## src/rtl/spi_slv_pkg.sv

```systemverilog
package spi_slv_pkg;

    // Events decoded from the synchronized serial lines, one system cycle wide.
    typedef struct packed {
        logic lead;     // clock edge leaving the idle level
        logic trail;    // clock edge returning to the idle level
        logic ss_fall;  // select asserted
        logic ss_low;   // select currently asserted
        logic mosi;     // synchronized data-in
    } spi_evt_t;

    localparam int unsigned LINE_CNT = 3;  // sck, mosi, ss_n

endpackage

```

## src/rtl/spi_slv_front.sv

```systemverilog
module spi_slv_front
    import spi_slv_pkg::*;
#(
    parameter int unsigned STAGES = 2
) (
    input  logic     clk,
    input  logic     rst_n,
    input  logic     cpol,
    input  logic     sck,
    input  logic     mosi,
    input  logic     ss_n,
    output spi_evt_t evt
);
    localparam int unsigned LW = LINE_CNT;
    localparam logic [LW-1:0] LINE_RST = {1'b1, 1'b0, 1'b0}; // ss_n idles high

    logic [LW-1:0] raw;
    logic [STAGES-1:0][LW-1:0] chain_q, chain_d;

    assign raw = {ss_n, mosi, sck};

    generate
        if (STAGES == 1) begin : g_single
            assign chain_d = raw;
        end else begin : g_multi
            assign chain_d = {chain_q[STAGES-2:0], raw};
        end
    endgenerate

    always_ff @(posedge clk or negedge rst_n) begin
        if (!rst_n) chain_q <= {STAGES{LINE_RST}};
        else        chain_q <= chain_d;
    end

    typedef struct packed {
        logic sck_prev;
        logic ss_prev;
    } front_t;

    front_t st_q, st_d;
    logic   sck_s, ss_s;

    assign sck_s = chain_q[STAGES-1][0];
    assign ss_s  = chain_q[STAGES-1][2];

    always_comb begin
        st_d          = st_q;
        st_d.sck_prev = sck_s;
        st_d.ss_prev  = ss_s;
        evt.mosi      = chain_q[STAGES-1][1];
        evt.ss_low    = !ss_s;
        evt.ss_fall   = st_q.ss_prev && !ss_s;
        // Leading edge leaves the idle level chosen by cpol.
        evt.lead      = (st_q.sck_prev == cpol) && (sck_s != cpol);
        evt.trail     = (st_q.sck_prev != cpol) && (sck_s == cpol);
    end

    always_ff @(posedge clk or negedge rst_n) begin
        if (!rst_n) st_q <= '{sck_prev: 1'b0, ss_prev: 1'b1};
        else        st_q <= st_d;
    end

    // an edge is never both leading and trailing
    assert_edge_excl_R11: assert property (@(posedge clk) disable iff (!rst_n)
        !(evt.lead && evt.trail));

endmodule

```

## src/rtl/spi_slv_shift.sv

```systemverilog
module spi_slv_shift
    import spi_slv_pkg::*;
#(
    parameter int unsigned W = 8
) (
    input  logic         clk,
    input  logic         rst_n,
    input  logic         en,
    input  logic         cpha,
    input  spi_evt_t     evt,
    input  logic [W-1:0] tx_reg,
    output logic         busy,
    output logic         done,
    output logic [W-1:0] rx_byte,
    output logic         miso,
    output logic         oe
);
    localparam int unsigned CNT_W = $clog2(W + 1);
    localparam logic [CNT_W-1:0] LAST = CNT_W'(W - 1);

    typedef struct packed {
        logic [W-1:0]     rx_sh;
        logic [W-1:0]     tx_sh;
        logic [CNT_W-1:0] cnt;
        logic             busy;
        logic             oe;
        logic             done;
    } eng_t;

    eng_t q, d;

    always_comb begin
        d      = q;
        d.done = 1'b0;
        if (!en) begin
            d = '0;
        end else if (!evt.ss_low) begin
            // deselect: drop any partial byte
            d.busy = 1'b0;
            d.cnt  = '0;
            d.oe   = 1'b0;
        end else begin
            d.oe = 1'b1;
            if (!cpha) begin
                if (evt.ss_fall) begin
                    d.tx_sh = tx_reg;
                    d.cnt   = '0;
                    d.busy  = 1'b1;
                end else if (q.busy) begin
                    if (evt.lead) begin
                        d.rx_sh = {q.rx_sh[W-2:0], evt.mosi};
                        d.cnt   = q.cnt + 1'b1;
                        if (q.cnt == LAST) begin
                            d.busy = 1'b0;
                            d.done = 1'b1;
                        end
                    end else if (evt.trail) begin
                        d.tx_sh = {q.tx_sh[W-2:0], 1'b0};
                    end
                end
            end else begin
                if (evt.lead) begin
                    if (!q.busy) begin
                        d.busy  = 1'b1;
                        d.cnt   = '0;
                        d.tx_sh = tx_reg;
                    end else begin
                        d.tx_sh = {q.tx_sh[W-2:0], 1'b0};
                    end
                end else if (evt.trail && q.busy) begin
                    d.rx_sh = {q.rx_sh[W-2:0], evt.mosi};
                    d.cnt   = q.cnt + 1'b1;
                    if (q.cnt == LAST) begin
                        d.busy = 1'b0;
                        d.done = 1'b1;
                    end
                end
            end
        end
    end

    always_ff @(posedge clk or negedge rst_n) begin
        if (!rst_n) q <= '0;
        else        q <= d;
    end

    assign busy    = q.busy;
    assign done    = q.done;
    assign rx_byte = q.rx_sh;
    assign miso    = q.tx_sh[W-1];
    assign oe      = q.oe;

    // bit counter never passes the byte length
    assert_cnt_bound_R1: assert property (@(posedge clk) disable iff (!rst_n)
        q.cnt <= CNT_W'(W));
    // disabling releases the data-out line on the next cycle
    assert_oe_off_R8: assert property (@(posedge clk) disable iff (!rst_n)
        !en |=> !oe);
    // a completed byte leaves the engine idle
    assert_done_idle_R4: assert property (@(posedge clk) disable iff (!rst_n)
        done |-> !busy);
    // deselect aborts an open byte without completion
    assert_abort_R7: assert property (@(posedge clk) disable iff (!rst_n)
        (en && !evt.ss_low) |=> (!busy && !done));

endmodule

```

## src/rtl/spi_slv_regs.sv

```systemverilog
module spi_slv_regs #(
    parameter int unsigned W = 8
) (
    input  logic         clk,
    input  logic         rst_n,
    input  logic         tx_wr,
    input  logic [W-1:0] tx_wdata,
    input  logic         rx_rd,
    input  logic         busy,
    input  logic         byte_done,
    input  logic [W-1:0] byte_in,
    output logic [W-1:0] tx_reg,
    output logic [W-1:0] rx_data,
    output logic         rx_done,
    output logic         wr_col
);
    typedef struct packed {
        logic [W-1:0] tx;
        logic [W-1:0] rx;
        logic         done;
        logic         col;
    } regs_t;

    regs_t q, d;

    always_comb begin
        d = q;
        if (rx_rd) begin
            d.done = 1'b0;
            d.col  = 1'b0;
        end
        if (tx_wr) begin
            if (busy) d.col = 1'b1;
            else      d.tx  = tx_wdata;
        end
        // completion after the clear: a coincident set wins
        if (byte_done) begin
            d.rx   = byte_in;
            d.done = 1'b1;
        end
    end

    always_ff @(posedge clk or negedge rst_n) begin
        if (!rst_n) q <= '0;
        else        q <= d;
    end

    assign tx_reg  = q.tx;
    assign rx_data = q.rx;
    assign rx_done = q.done;
    assign wr_col  = q.col;

    // a load during a byte raises the collision flag
    assert_col_set_R5: assert property (@(posedge clk) disable iff (!rst_n)
        (tx_wr && busy) |=> wr_col);
    // a refused load leaves the transmit register untouched
    assert_tx_hold_R5: assert property (@(posedge clk) disable iff (!rst_n)
        (tx_wr && busy) |=> $stable(tx_reg));
    // completion sets the flag even against a read
    assert_set_wins_R6: assert property (@(posedge clk) disable iff (!rst_n)
        byte_done |=> rx_done);
    // read without completion clears the flag
    assert_rd_clear_R6: assert property (@(posedge clk) disable iff (!rst_n)
        (rx_rd && !byte_done) |=> !rx_done);

endmodule

```

## src/rtl/spi_byte_slave.sv

```systemverilog
module spi_byte_slave
    import spi_slv_pkg::*;
#(
    parameter int unsigned W           = 8,
    parameter int unsigned SYNC_STAGES = 2
) (
    input  logic         clk,
    input  logic         rst_n,
    input  logic         cfg_en,
    input  logic         cfg_cpol,
    input  logic         cfg_cpha,
    input  logic         tx_wr,
    input  logic [W-1:0] tx_wdata,
    input  logic         rx_rd,
    output logic [W-1:0] rx_data,
    output logic         rx_done,
    output logic         wr_col,
    output logic         sck_idle_lvl,
    input  logic         spi_sck,
    input  logic         spi_mosi,
    input  logic         spi_ss_n,
    output logic         spi_miso,
    output logic         spi_miso_oe
);
    spi_evt_t     evt;
    logic         busy, byte_done;
    logic [W-1:0] byte_in, tx_reg;

    spi_slv_front #(.STAGES(SYNC_STAGES)) u_front (
        .clk  (clk),
        .rst_n(rst_n),
        .cpol (cfg_cpol),
        .sck  (spi_sck),
        .mosi (spi_mosi),
        .ss_n (spi_ss_n),
        .evt  (evt)
    );

    spi_slv_shift #(.W(W)) u_shift (
        .clk    (clk),
        .rst_n  (rst_n),
        .en     (cfg_en),
        .cpha   (cfg_cpha),
        .evt    (evt),
        .tx_reg (tx_reg),
        .busy   (busy),
        .done   (byte_done),
        .rx_byte(byte_in),
        .miso   (spi_miso),
        .oe     (spi_miso_oe)
    );

    spi_slv_regs #(.W(W)) u_regs (
        .clk      (clk),
        .rst_n    (rst_n),
        .tx_wr    (tx_wr),
        .tx_wdata (tx_wdata),
        .rx_rd    (rx_rd),
        .busy     (busy),
        .byte_done(byte_done),
        .byte_in  (byte_in),
        .tx_reg   (tx_reg),
        .rx_data  (rx_data),
        .rx_done  (rx_done),
        .wr_col   (wr_col)
    );

    assign sck_idle_lvl = cfg_en ? cfg_cpol : 1'b1;

    // with leading-edge capture a byte opens only on a select fall
    assert_open_on_fall_R2: assert property (@(posedge clk) disable iff (!rst_n)
        (cfg_en && !cfg_cpha && !busy && !evt.ss_fall) |=> !busy);

endmodule

```

## config.mk

```make
export PLATFORM = sky130hd
export DESIGN_NAME = spi_byte_slave
export DESIGN_NICKNAME = d
export VERILOG_FILES = /design/src/rtl/spi_slv_pkg.sv /design/src/rtl/spi_slv_front.sv /design/src/rtl/spi_slv_shift.sv /design/src/rtl/spi_slv_regs.sv /design/src/rtl/spi_byte_slave.sv
export SDC_FILE = /design/constraint.sdc
export NUM_CORES = 1
export LEC_CHECK = 0
export BUFFER_PORTS_ARGS = -buffer_cell sky130_fd_sc_hd__buf_4
export CAP_MARGIN = 20
export CORE_UTILIZATION = 30
export CTS_BUF_LIST = sky130_fd_sc_hd__clkbuf_4 sky130_fd_sc_hd__clkbuf_8 sky130_fd_sc_hd__clkbuf_16
export DETAILED_ROUTE_END_ITERATION = 8
export PLACE_DENSITY = 0.55
export SLEW_MARGIN = 10
export SYNTH_ARGS = -nofsm -noshare
export SYNTH_HDL_FRONTEND = slang
export SYNTH_SLANG_ARGS = --single-unit
```

## constraint.sdc

```tcl
create_clock -name clk -period 2.5 [get_ports clk]
set_input_delay 0.5 -clock clk [delete_from_list [all_inputs] [get_ports clk]]
set_output_delay 0.5 -clock clk [all_outputs]
set_load 0.01 [all_outputs]
```

==> results of run 1 <==
-- layer usage --
layer  part of all wire  track usage  up-vias
li1                   -            -      687
met1               0.51        0.165      700
met2               0.45        0.171       19
met3              0.029       0.0337        2
met4             0.0092       0.0500        0
met5                  0            0        -
-- layout by cell type (no fill, tap or decap), drive strengths merged --
cell type  instances
dfrtp             46
buf               32
mux2              23
o21ai             15
nand2             13
nand3             12
a22o               8
clkbuf             7
a21oi              7
nand3b             4
nor2b              4
inv                3
o21a               3
nor2               3
dfstp              3
nand2b             2
a2111o             2
clkinv             2
and4bb             1
and4b              1
or3b               1
a211oi             1
xnor2              1
nor3               1
nand4bb            1
and3               1
a41o               1
or4                1
and2               1
nor4               1
a41oi              1
o31ai              1
a21o               1
ha                 1
-- worst max-delay path: stages (launching register included) --
cell,delay [ps]
sky130_fd_sc_hd__dfrtp_1,440
sky130_fd_sc_hd__and4bb_2,290
sky130_fd_sc_hd__or4_1,470
sky130_fd_sc_hd__nand3b_1,130
sky130_fd_sc_hd__and2_1,330
sky130_fd_sc_hd__mux2_2,380
-- cell families after synthesis --
logic type / Yosys count
flops: 49
simple gates: 47
compound gates: 40
mux: 23
buf+inv: 11
xor+xnor: 1
fa+ha+maj: 1
-- through the flow --
stage,setup slack (ps),hold slack [ps]
floorplan,515,204
global placement,221,332
detailed placement,199,336
CTS,353,231
global route,239,256
finish,346,211
-- worst max path at each step --
| stage | startpoint | slack (ps) | end | depth (start not counted) |
|---|---|---|---|---|
| floorplan | cfg_cpol | 510 | u_shift.miso | 6 |
| global placement | cfg_cpol | 220 | u_shift.miso | 6 |
| finish | u_front.chain_q[3] | 350 | u_shift.q[10] | 5 |
| detailed placement | cfg_cpol | 200 | u_shift.q[10] | 6 |
| global route | u_front.chain_q[3] | 240 | u_shift.q[13] | 5 |
| CTS | u_front.chain_q[3] | 350 | u_shift.q[10] | 5 |
-- power groups by stage --
| stage | logic, mW | registers, mW | clock network [mW] |
|---|---|---|---|
| CTS | 0.146 | 0.856 | 0.532 |
| global route | 0.158 | 0.861 | 0.564 |
| finish | 0.142 | 0.855 | 0.512 |
| global placement | 0.143 | 0.870 | 0 |
| floorplan | 0.0863 | 0.865 | 0 |
| detailed placement | 0.145 | 0.871 | 0 |
-- final cells by class --
type / count / area (µm²)
Clock buffer: 7 / 96.3
Multi-Input combinational cell: 112 / 823
Sequential cell: 49 / 1230
Timing Repair Buffer: 32 / 240
Fill cell: 715 / 4300
Clock inverter: 1 / 5.00
Tap cell: 96 / 120
Inverter: 4 / 15.0
==> impl_summary.md, run 1 <==
Status
The flow ran to the end, and the final reports show no timing, DRC or antenna violations.

Clock network
Counting the buffers created by CTS gives 5. The post-CTS setup buffer count is 0. The clock sink count is 49. The clock slew at the register clock pins of the worst setup and hold paths is about 90 ps. In this run, post-CTS repair resized a total of 0 instances. The buffer levels on the longest clock path is 2. The TritonCTS clock tree is done. The root buffer cell chosen for the clock tree is sky130_fd_sc_hd__clkbuf_8. The clock latency at the later pin of the worst-skew pair is 300 ps. The count of hold-fix buffers inserted at cts is 0. The level count of the clock H-tree is 2.

Synthesis
Of all flip-flops after synthesis, the portion carrying an async set or reset was 1.00. The net count of the mapped netlist is 191. The number of synthesized flops with an enable pin is 0.

The synthesized design spends more area on one cell type than any other, namely sky130_fd_sc_hd__dfrtp_1. The compound-cell area share of the yosys netlist came to 0.131. Sorting the synthesized cells by area gives the leading types as sky130_fd_sc_hd__dfrtp_1 54%, sky130_fd_sc_hd__mux2_2 12%, sky130_fd_sc_hd__dfstp_2 3.7%. The post-synthesis area per instance is roughly 12 µm².

Of the total synthesized cell area, the portion taken by AND, OR, NAND and NOR gates is 0.125. The post-synthesis share of cell area spent on xor and xnor gates is 0.00412. After synthesis, the share of cell area in mux cells is 0.122. The netlist uses 36 different library cells. Of the total synthesized cell area, the portion taken by full adders, half adders and majority gates is 0.00589. The library cell with the highest instance count after synthesis is sky130_fd_sc_hd__dfrtp_1. The share of synthesized area in the top cell type comes to 0.542. The predominant post-synthesis flop cell is sky130_fd_sc_hd__dfrtp_1.

The share of the yosys chip area belonging to registers is 0.579. The synthesis warning total is 0. By count the netlist is led by 46 x sky130_fd_sc_hd__dfrtp_1, 23 x sky130_fd_sc_hd__mux2_2, 15 x sky130_fd_sc_hd__o21ai_0. The main combinational cell family by area after synthesis is compound AO/OA/AOI/OAI gates.

The number of synthesized register bits is 49. The synthesized instance count is ~170. Summing every instance area after synthesis gives 0.00212 mm².

Floorplanning
For this configuration, the core starts out at a cell density of 0.311. The total area inside the core boundary comes to 0.00683 mm². The floorplan step set the die width to between 80 and 90 µm. The die covers 0.00742 mm².

The die is 86.2 µm tall. The number of placement rows is 30. In this run the count of I/O pins placed on the die edge is 31.

Layout
Once layout is complete, the utilization of the core stands at 0.370. The largest register by flop count is u_shift.q. For this run, the number of standard cells in the final layout without fillers is 301.

The synthesis-to-finish area growth is 19.1%. The total number of nets in the final design is between 200 and 250. The repair_antennas step left the layout with diodes totalling 0. After routing the design area is 0.00253 mm². The number of flip-flops under the largest register name is 11.

Of the cells placed in the final design, the portion with a size suffix greater than 1 is 0.341.

Worst hold path
The path type of the worst min-delay path is in -> async.

Place
After detailed placement, the total cell area comes to 0.00243 mm². At the end of routability-driven placement, the weighted congestion stood at 0.768. The half-perimeter wire length after detailed placement is between 2000 and 3000 µm. The number of I/O port buffers is 30. The number of placed cells counting well taps is about 290.

STA
The number of max-slew violations in the final report is 0. In this run the tightest slew margin relative to its limit is 0.579. Setup repair after global routing left no endpoint under its margin.

The actual transition at the worst max-transition pin is about 630 ps. The final-report hold violation count is 0. The share of the cycle needed by the critical path after routing is 0.862. The worst clock skew on the final layout is approximately 5.4 ps. Static timing analysis puts the maximum clock frequency at 464 MHz.

Setup violations remaining at the end of the flow were counted as 0. The setup TNS is 0 ps. The post-route minimum period is 2150 ps.

GRT
The total overflow left after global routing is 0. The number of antenna violations at the first check in global routing is 0. The first global-routing pass estimated 6720 µm of wire.

The via count of the first global-routing pass is 1373. The aggregate global-route resource usage is 0.118. The maximum number of pins on one net before global-route repair is 50.

Power and ir drop
VDD sags by at most 220 µV. The power density normalized to cell area is ~600 mW/mm². The switching power total is 0.355 mW. In this run the static leakage power is between 1 and 1.5 nW. The share of total power dissipated in the clock network is 0.339.

The cell-internal power is roughly 1.2 mW. Of the total power, registers draw 0.567. Power comes to 1.51 mW. The share of total power dissipated in combinational logic is 0.094. Of the total power, the share spent switching nets is 0.235.

Routing
The total via count after detailed routing is 1408. Using the TritonRoute via totals, the vias-per-cell ratio works out to 4.68. The length of the first detailed-routing pass in iterations is 4.

The number of DRC markers in iteration 0 is 51. The detailed-route wire length is 4040 µm. In the final routed layout, each cell accounts on average for 13.4 µm. In this run the remaining antenna-violating nets after routing total 0. The detailed-route DRC error count is 0.

Flow run
The max-cap check violation count is 0.

Worst setup path
The startpoint of the worst-slack reg-to-reg timing path is u_front.chain_q[3]. The highest fanout seen on the critical path is 7. In this run the critical register-to-register path is captured at u_shift.q[10].

The data arrival at the endpoint of the critical path is 2340 ps. The logic depth of the worst register-to-register path is 5. The register-to-register setup slack is 350 ps. The required time of the critical path is about 2700 ps. The worst setup path is launched from a flop.

The endpoint class of the critical path is a flop. The kind of critical path is reg -> reg.
Note: power is estimated with default switching activity, not from simulation.
==> run 2, diff against run 1 <==
--- a/config.mk
+++ b/config.mk
@@ -7,10 +7,12 @@
 export LEC_CHECK = 0
 export BUFFER_PORTS_ARGS = -buffer_cell sky130_fd_sc_hd__buf_4
 export CAP_MARGIN = 20
+export CELL_PAD_IN_SITES_DETAIL_PLACEMENT = 0
+export CELL_PAD_IN_SITES_GLOBAL_PLACEMENT = 1
 export CORE_UTILIZATION = 30
 export CTS_BUF_LIST = sky130_fd_sc_hd__clkbuf_4 sky130_fd_sc_hd__clkbuf_8 sky130_fd_sc_hd__clkbuf_16
 export DETAILED_ROUTE_END_ITERATION = 8
-export PLACE_DENSITY = 0.55
+export PLACE_DENSITY = 0.64
 export SLEW_MARGIN = 10
 export SYNTH_ARGS = -nofsm -noshare
 export SYNTH_HDL_FRONTEND = slang
==> run 2 against run 1 <==
Hold slack got worse by 8.8 ps. Clock power decreased by 1%. Critical path depth unchanged. Fmax decreased by 0.98%. Sequential cell count unchanged. Wire length decreased by 3.8%. Sequential share of layout area increased by 0.14 points. Total power decreased by 0.49%. Critical path type unchanged. Largest power group unchanged.
==> impl_summary.md, run 2 (same netlist as run 1, synthesis figures left out) <==
Worst setup path
The worst setup path is of the reg -> reg kind. The endpoint class of the critical path is a flop. The highest fanout seen on the critical path is 7. Counting cells, the worst reg-to-reg path comes to 5. The required time of the critical path is 2690 ps. The worst setup path is launched from a flop. The data arrival at the endpoint of the critical path is 2360 ps.

Layout
The library cell used most frequently in the layout, excluding fill and tap cells, is sky130_fd_sc_hd__dfrtp_1. The top cell types in the final layout, fill and taps aside, are 46 x sky130_fd_sc_hd__dfrtp_1, 31 x sky130_fd_sc_hd__buf_4, 23 x sky130_fd_sc_hd__mux2_2. The largest register by flop count is u_shift.q. The fill cell instance count of the final layout is 704. The number of cells in the finished layout apart from fillers is 300. The register with the most flip-flops in the layout has 11 of them. The antenna diode instance count is 0. From synthesis to final layout, the design area changed by 18.7%.

Of the cells placed in the final design, the portion with a size suffix greater than 1 is 0.338. After the last flow step, the layout net total stands at 222.

Place
OpenSTA, run right after detailed placement, puts the worst setup slack at 225 ps. In this run the tool buffered the top-level ports with 30 buffer cells. The half-perimeter wire length after detailed placement is 2650 µm. The number of placed cells counting well taps is ~290. The final RePlAce weighted congestion is 0.742.

STA
The post-layout worst setup margin is between 300 and 400 ps. The highest clock frequency the design can meet is about 460 MHz. The worst pin sits at a relative slew slack of 0.515. In the finished design, the share of the clock period the worst path needs comes to 0.870. The worst clock skew on the final layout is 4.54 ps. The actual transition at the worst max-transition pin is about 730 ps. The post-route minimum period is 2180 ps. The final-report hold violation count is 0. The final number of setup-violating endpoints is 0. The number of max-slew violations in the final report is 0. After routing, the total negative slack on setup checks comes to 0 ps.

Setup repair after global routing left no endpoint under its margin.

Clock network
The clock sink count is between 40 and 50. The clock tree synthesis step divided the H-tree into 2 levels. After clock tree synthesis, the repair step resized 0 gates. At the later pin of the worst-skew pair, clock insertion delay measures 290 ps. The count of hold-fix buffers inserted at cts is 0. The root buffer cell chosen for the clock tree is sky130_fd_sc_hd__clkbuf_8. The number of clock buffers added by TritonCTS is 5. In this run the post-CTS setup repair buffer count came out at 0. The buffer levels on the longest clock path is 2. After clock tree synthesis, the clock-pin slew on the worst setup and hold paths is 90 ps. The TritonCTS clock tree is done.

GRT
The maximum number of pins on one net before global-route repair is 50. Across every metal layer, demand over resource in global routing totals 0.114. The number of antenna violations at the first check in global routing was 0. The first global-routing pass estimated ~6500 µm of wire.

After global routing the overflow that remains totals 0. The via count of the first global-routing pass came to 1291.

Routing
In the routed layout, each cell is associated on average with a via count of 4.61. The remaining antenna violation count is 0. Detailed routing inserted a total of 1384 vias. The detailed-route DRC error count is 0. The detailed-route wire length is 3880 µm. After detailed routing, the average wire length per cell comes to 12.9 µm.

After the first detailed-routing iteration, the DRC count stood at between 40 and 50. The length of the first detailed-routing pass in iterations is 4.

Floorplanning
The floorplan step defined a die boundary enclosing 0.00742 mm². The die is 86.2 µm wide. The top-level I/O count is 31. For this configuration, the core starts out at a cell density of 0.311. In this run the core area contains 30 standard-cell rows.

The total core area is 0.00683 mm². The overall die height is 86.2 µm.

Flow run
The max-cap check violation count is 0.

Power and ir drop
The share of total power in combinational logic is 0.093. The fraction of power consumed by sequential logic is 0.570. The switching power total is 0.349 mW. The worst-case IR drop observed on VDD is 228 µV. Overall power consumption after layout is estimated at 1.50 mW. The switching share of power is 0.233. Of the total power, the clock network draws 0.338. In this run the power density over the cells is 595 mW/mm².

The internal portion of the total power is 1.15 mW. The standby leakage power is 1.15 nW.

Worst hold path
The path type of the worst min-delay path is in -> async.

Status
The run finished with clean final reports.
-- run 2: area by class of cell --
| class | instances | area [µm²] | area share |
|---|---|---|---|
| sequential | 49 | 1230 | 0.488 |
| multi-input combinational | 112 | 823 | 0.326 |
| timing repair buffer | 31 | 233 | 0.0923 |
| tap | 96 | 120 | 0.0476 |
| clock buffer | 7 | 96.3 | 0.0382 |
| inverter | 4 | 15.0 | 0.00595 |
| clock inverter | 1 | 5.00 | 0.00198 |
-- run 2: critical path, stage by stage (launching register included) --
cell and delay, ps:
sky130_fd_sc_hd__dfrtp_1 460, sky130_fd_sc_hd__and4bb_2 280, sky130_fd_sc_hd__or4_1 470, sky130_fd_sc_hd__nand3b_1 130, sky130_fd_sc_hd__and2_1 340, sky130_fd_sc_hd__mux2_2 370
-- run 2: through the flow --
step                area, µm²  hold WS, ps  utilization
floorplan                2120          204            -
global placement         2420          333        0.354
detailed placement       2420          336        0.354
CTS                      2520          238        0.369
global route             2520          259        0.369
finish                   2520          202        0.369
-- run 2: worst paths after layout --
path,startpoint,end,slack [ps]
min in group clk,spi_mosi,u_front.chain_d[4],300
setup reg to reg,u_shift.busy,u_shift.q[9],320
hold reg to reg,u_front.chain_d[3],u_front.chain_q[3],350
hold / removal,rst_n,u_front.chain_q[3],200
max in group asynchronous,rst_n,u_regs.rx_data[2],1880
setup / recovery,u_shift.busy,u_shift.q[9],320
-- run 2: power by group through the flow --
| stage | Clock [mW] | Sequential, mW | Combinational (mW) |
|---|---|---|---|
| final | 0.507 | 0.855 | 0.139 |
| after global routing | 0.552 | 0.862 | 0.157 |
| after CTS | 0.524 | 0.856 | 0.142 |
| after detailed placement | 0 | 0.871 | 0.142 |
| after global placement | 0 | 0.871 | 0.141 |
| after floorplan | 0 | 0.865 | 0.0863 |
-- run 2: routing by layer --
layer / track usage / vias up / part of all wire
met4: 0.0455 / 0 / 0.015
met2: 0.154 / 21 / 0.43
met5: 0 / - / 0
met3: 0.0298 / 4 / 0.030
met1: 0.172 / 675 / 0.53
li1: - / 684 / -
==> run 3, diff against run 2 <==
--- a/config.mk
+++ b/config.mk
@@ -9,6 +9,7 @@
 export CAP_MARGIN = 20
 export CELL_PAD_IN_SITES_DETAIL_PLACEMENT = 0
 export CELL_PAD_IN_SITES_GLOBAL_PLACEMENT = 1
+export CORE_MARGIN = 1.5
 export CORE_UTILIZATION = 30
 export CTS_BUF_LIST = sky130_fd_sc_hd__clkbuf_4 sky130_fd_sc_hd__clkbuf_8 sky130_fd_sc_hd__clkbuf_16
 export DETAILED_ROUTE_END_ITERATION = 8
==> run 3 against run 2 <==
Sequential power about the same. Sequential share of layout area decreased by 0.36 points. Setup slack improved by 8.3 ps. Clock skew increased by 0.80 ps. Critical endpoint is now u_shift.q[13].
==> impl_summary.md, run 3 (same netlist as run 1, synthesis figures left out) <==
Clock network
The clock tree synthesis step divided the H-tree into 2 levels. The number of setup buffers added after CTS is 0. The clock drives just under 50 sinks.

The later pin in the worst-skew pair is clocked with a latency of 300 ps. The tree is rooted in a sky130_fd_sc_hd__clkbuf_8. The count of hold-fix buffers inserted at cts is 0. TritonCTS built the clock tree. Buffers inserted during clock tree synthesis total 5. Once the clock tree was built, the resizer swapped 0 gates to a different size. Clock-pin slew was measured on the worst setup and hold paths at 90 ps.

The buffer levels on the longest clock path is 2.

Floorplanning
Pin placement for this block handled 31 I/O pins. The floorplan has 30 rows. The total core area is 0.00683 mm². The die covers approximately 0.0076 mm². The overall die height is 87.2 µm. Measured along the x axis, the die boundary spans 87.2 µm. The initial utilization of the core area, before any placement, comes to 0.311.

Routing
The detailed-route wire length is 3950 µm. Before antenna repair, the detailed router went through 4 iterations. Dividing the detail-routed via count by the number of cells gives roughly 4.6. The detailed-route DRC error count is 0.

The number of DRC markers in iteration 0 is 44. Once detail routing completed, the nets flagged for antenna violations numbered 0. In the final routed layout, each cell accounts on average for 13.2 µm. The detailed router placed about 1400 vias in this run.

Power and ir drop
Summed over all nets, the switching power comes to 0.362 mW. For this design the static power due to leakage is 1.15 nW. The fraction of power consumed by sequential logic is 0.539. The share of total power in combinational logic is 0.087. The power density normalized to cell area is 625 mW/mm².

IR analysis of the VDD net gives a maximum drop of 243 µV. Internal power comes to around 1.2 mW. The switching share of power is 0.228.

The share of total power in the clock network is 0.374.

Layout
The post-route cell area is between 0.002 and 0.003 mm². Leaving out fill and tap cells, the most frequent cells in the layout are 46 x sky130_fd_sc_hd__dfrtp_1, 31 x sky130_fd_sc_hd__buf_4, 23 x sky130_fd_sc_hd__mux2_2. The most frequent standard cell in the layout excluding fill and tap cells is sky130_fd_sc_hd__dfrtp_1. The register with the most flip-flops in the layout has 11 of them.

The total number of nets in the final design is 222. For this run, the number of standard cells in the final layout without fillers is 300. The largest register by flop count is u_shift.q. The synthesis-to-finish area growth is 19.6%. Of the cells placed in the final design, the portion with a size suffix greater than 1 is 0.338.

The number of antenna diodes in the final layout is 0.

GRT
The maximum number of pins on one net before global-route repair is 50. The number of antenna violations at the first check in global routing is 0. The first-pass GRT wire length is around 6600 µm. The global route total overflow is 0. The aggregate global-route resource usage is 0.113. The via count of the first global-routing pass was between 1000 and 1500.

Worst setup path
Tracing the worst setup path back leads to its startpoint at u_shift.busy. The largest single stage delay on the critical path is 470 ps. The required time of the critical path is 2690 ps. The kind of critical path is reg -> reg. The kind of launch point of the worst setup path is a flop. In this run the critical register-to-register path is launched from u_shift.busy. For this design, the slowest cell found on the critical path is sky130_fd_sc_hd__dfrtp_1. The critical path goes through and4bb_2 -> or4_1 -> nand3b_1 -> and2_1 -> mux2_2. Of all nets on the critical path, the largest fanout is 7. The endpoint class of the critical path is a flop. Data arrives at the worst endpoint at 2360 ps.

STA
The post-layout worst setup margin is 333 ps. The worst hold slack is 200 ps. The number of max-slew violations in the final report is 0. The actual transition at the worst max-transition pin is 717 ps.

The worst slew margin relative to its limit is 0.521. On the final layout, the worst clock skew is ~5.3 ps. Dividing the final minimum period by the clock period gives 0.867. The worst path needs 2170 ps of the cycle, external delays included. Setup violations remaining at the end of the flow were counted as 0. Setup repair after global routing left no endpoint under its margin. The highest clock frequency the design can meet is 461 MHz.

Adding up every negative setup slack in the final design gives 0 ps. The final-report hold violation count was 0.

Place
At the end of routability-driven placement, the weighted congestion stood at 0.770. Summing all placed instances gives a cell area of 0.00242 mm². The half-perimeter wire length after detailed placement is 2640 µm. The post-placement setup slack is slightly above 200 ps. Once placement completed, the tool counted placed cells totaling about 300.

The number of I/O port buffers is 30.

Flow run
Across the run, the number of max-cap violations was 0.

Worst hold path
The path type of the worst min-delay path is in -> async.

Status
The flow ran to the end, and the final reports show no timing, DRC or antenna violations.
run 3: metal layers:
metal	vias to the layer above	global-route usage	wire length (µm)
met5	-	0	0
met4	0	0.0476	76
met3	7	0.0303	165
met2	24	0.159	1680
met1	679	0.165	2030
li1	684	-	-
run 3: final timing paths:
path	to	slack [ps]	depth (start not counted)
max reg2reg	u_shift.q[13]	330	5
max	u_shift.q[13]	330	5
min in group clk	u_front.chain_d[4]	290	1
min	u_front.chain_q[3]	200	1
min reg2reg	u_front.chain_q[3]	350	0
max in group asynchronous	u_shift.oe	1890	1
run 3: stage by stage:
step           utilization  power, mW
2_1_floorplan            -      0.951
3_3_place_gp         0.354       1.01
3_5_place_dp         0.354       1.01
4_1_cts              0.372       1.61
5_1_grt              0.372       1.66
6_report             0.372       1.59
run 3: final cells by class:
type                       count  area [µm²]
clock buffer                   6        82.6
clock inverter                 2        37.5
fill                         700        4290
inverter                       4        15.0
multi-input combinational    112         823
sequential                    49        1230
tap                           96         120
timing repair buffer          31         233
run 3: power by group through the flow:
stage | Combinational (mW) | Sequential [mW] | Clock [mW]
3_5_place_dp | 0.142 | 0.871 | 0
3_3_place_gp | 0.141 | 0.871 | 0
2_1_floorplan | 0.0863 | 0.865 | 0
5_1_grt | 0.156 | 0.861 | 0.645
6_report | 0.138 | 0.856 | 0.595
4_1_cts | 0.142 | 0.856 | 0.613
run 3: critical path: cells and delay by family (launching register included):
family	cells	cell delay, ps
muxes	1	370
and+or+nand+nor	4	1210
DFF	1	470
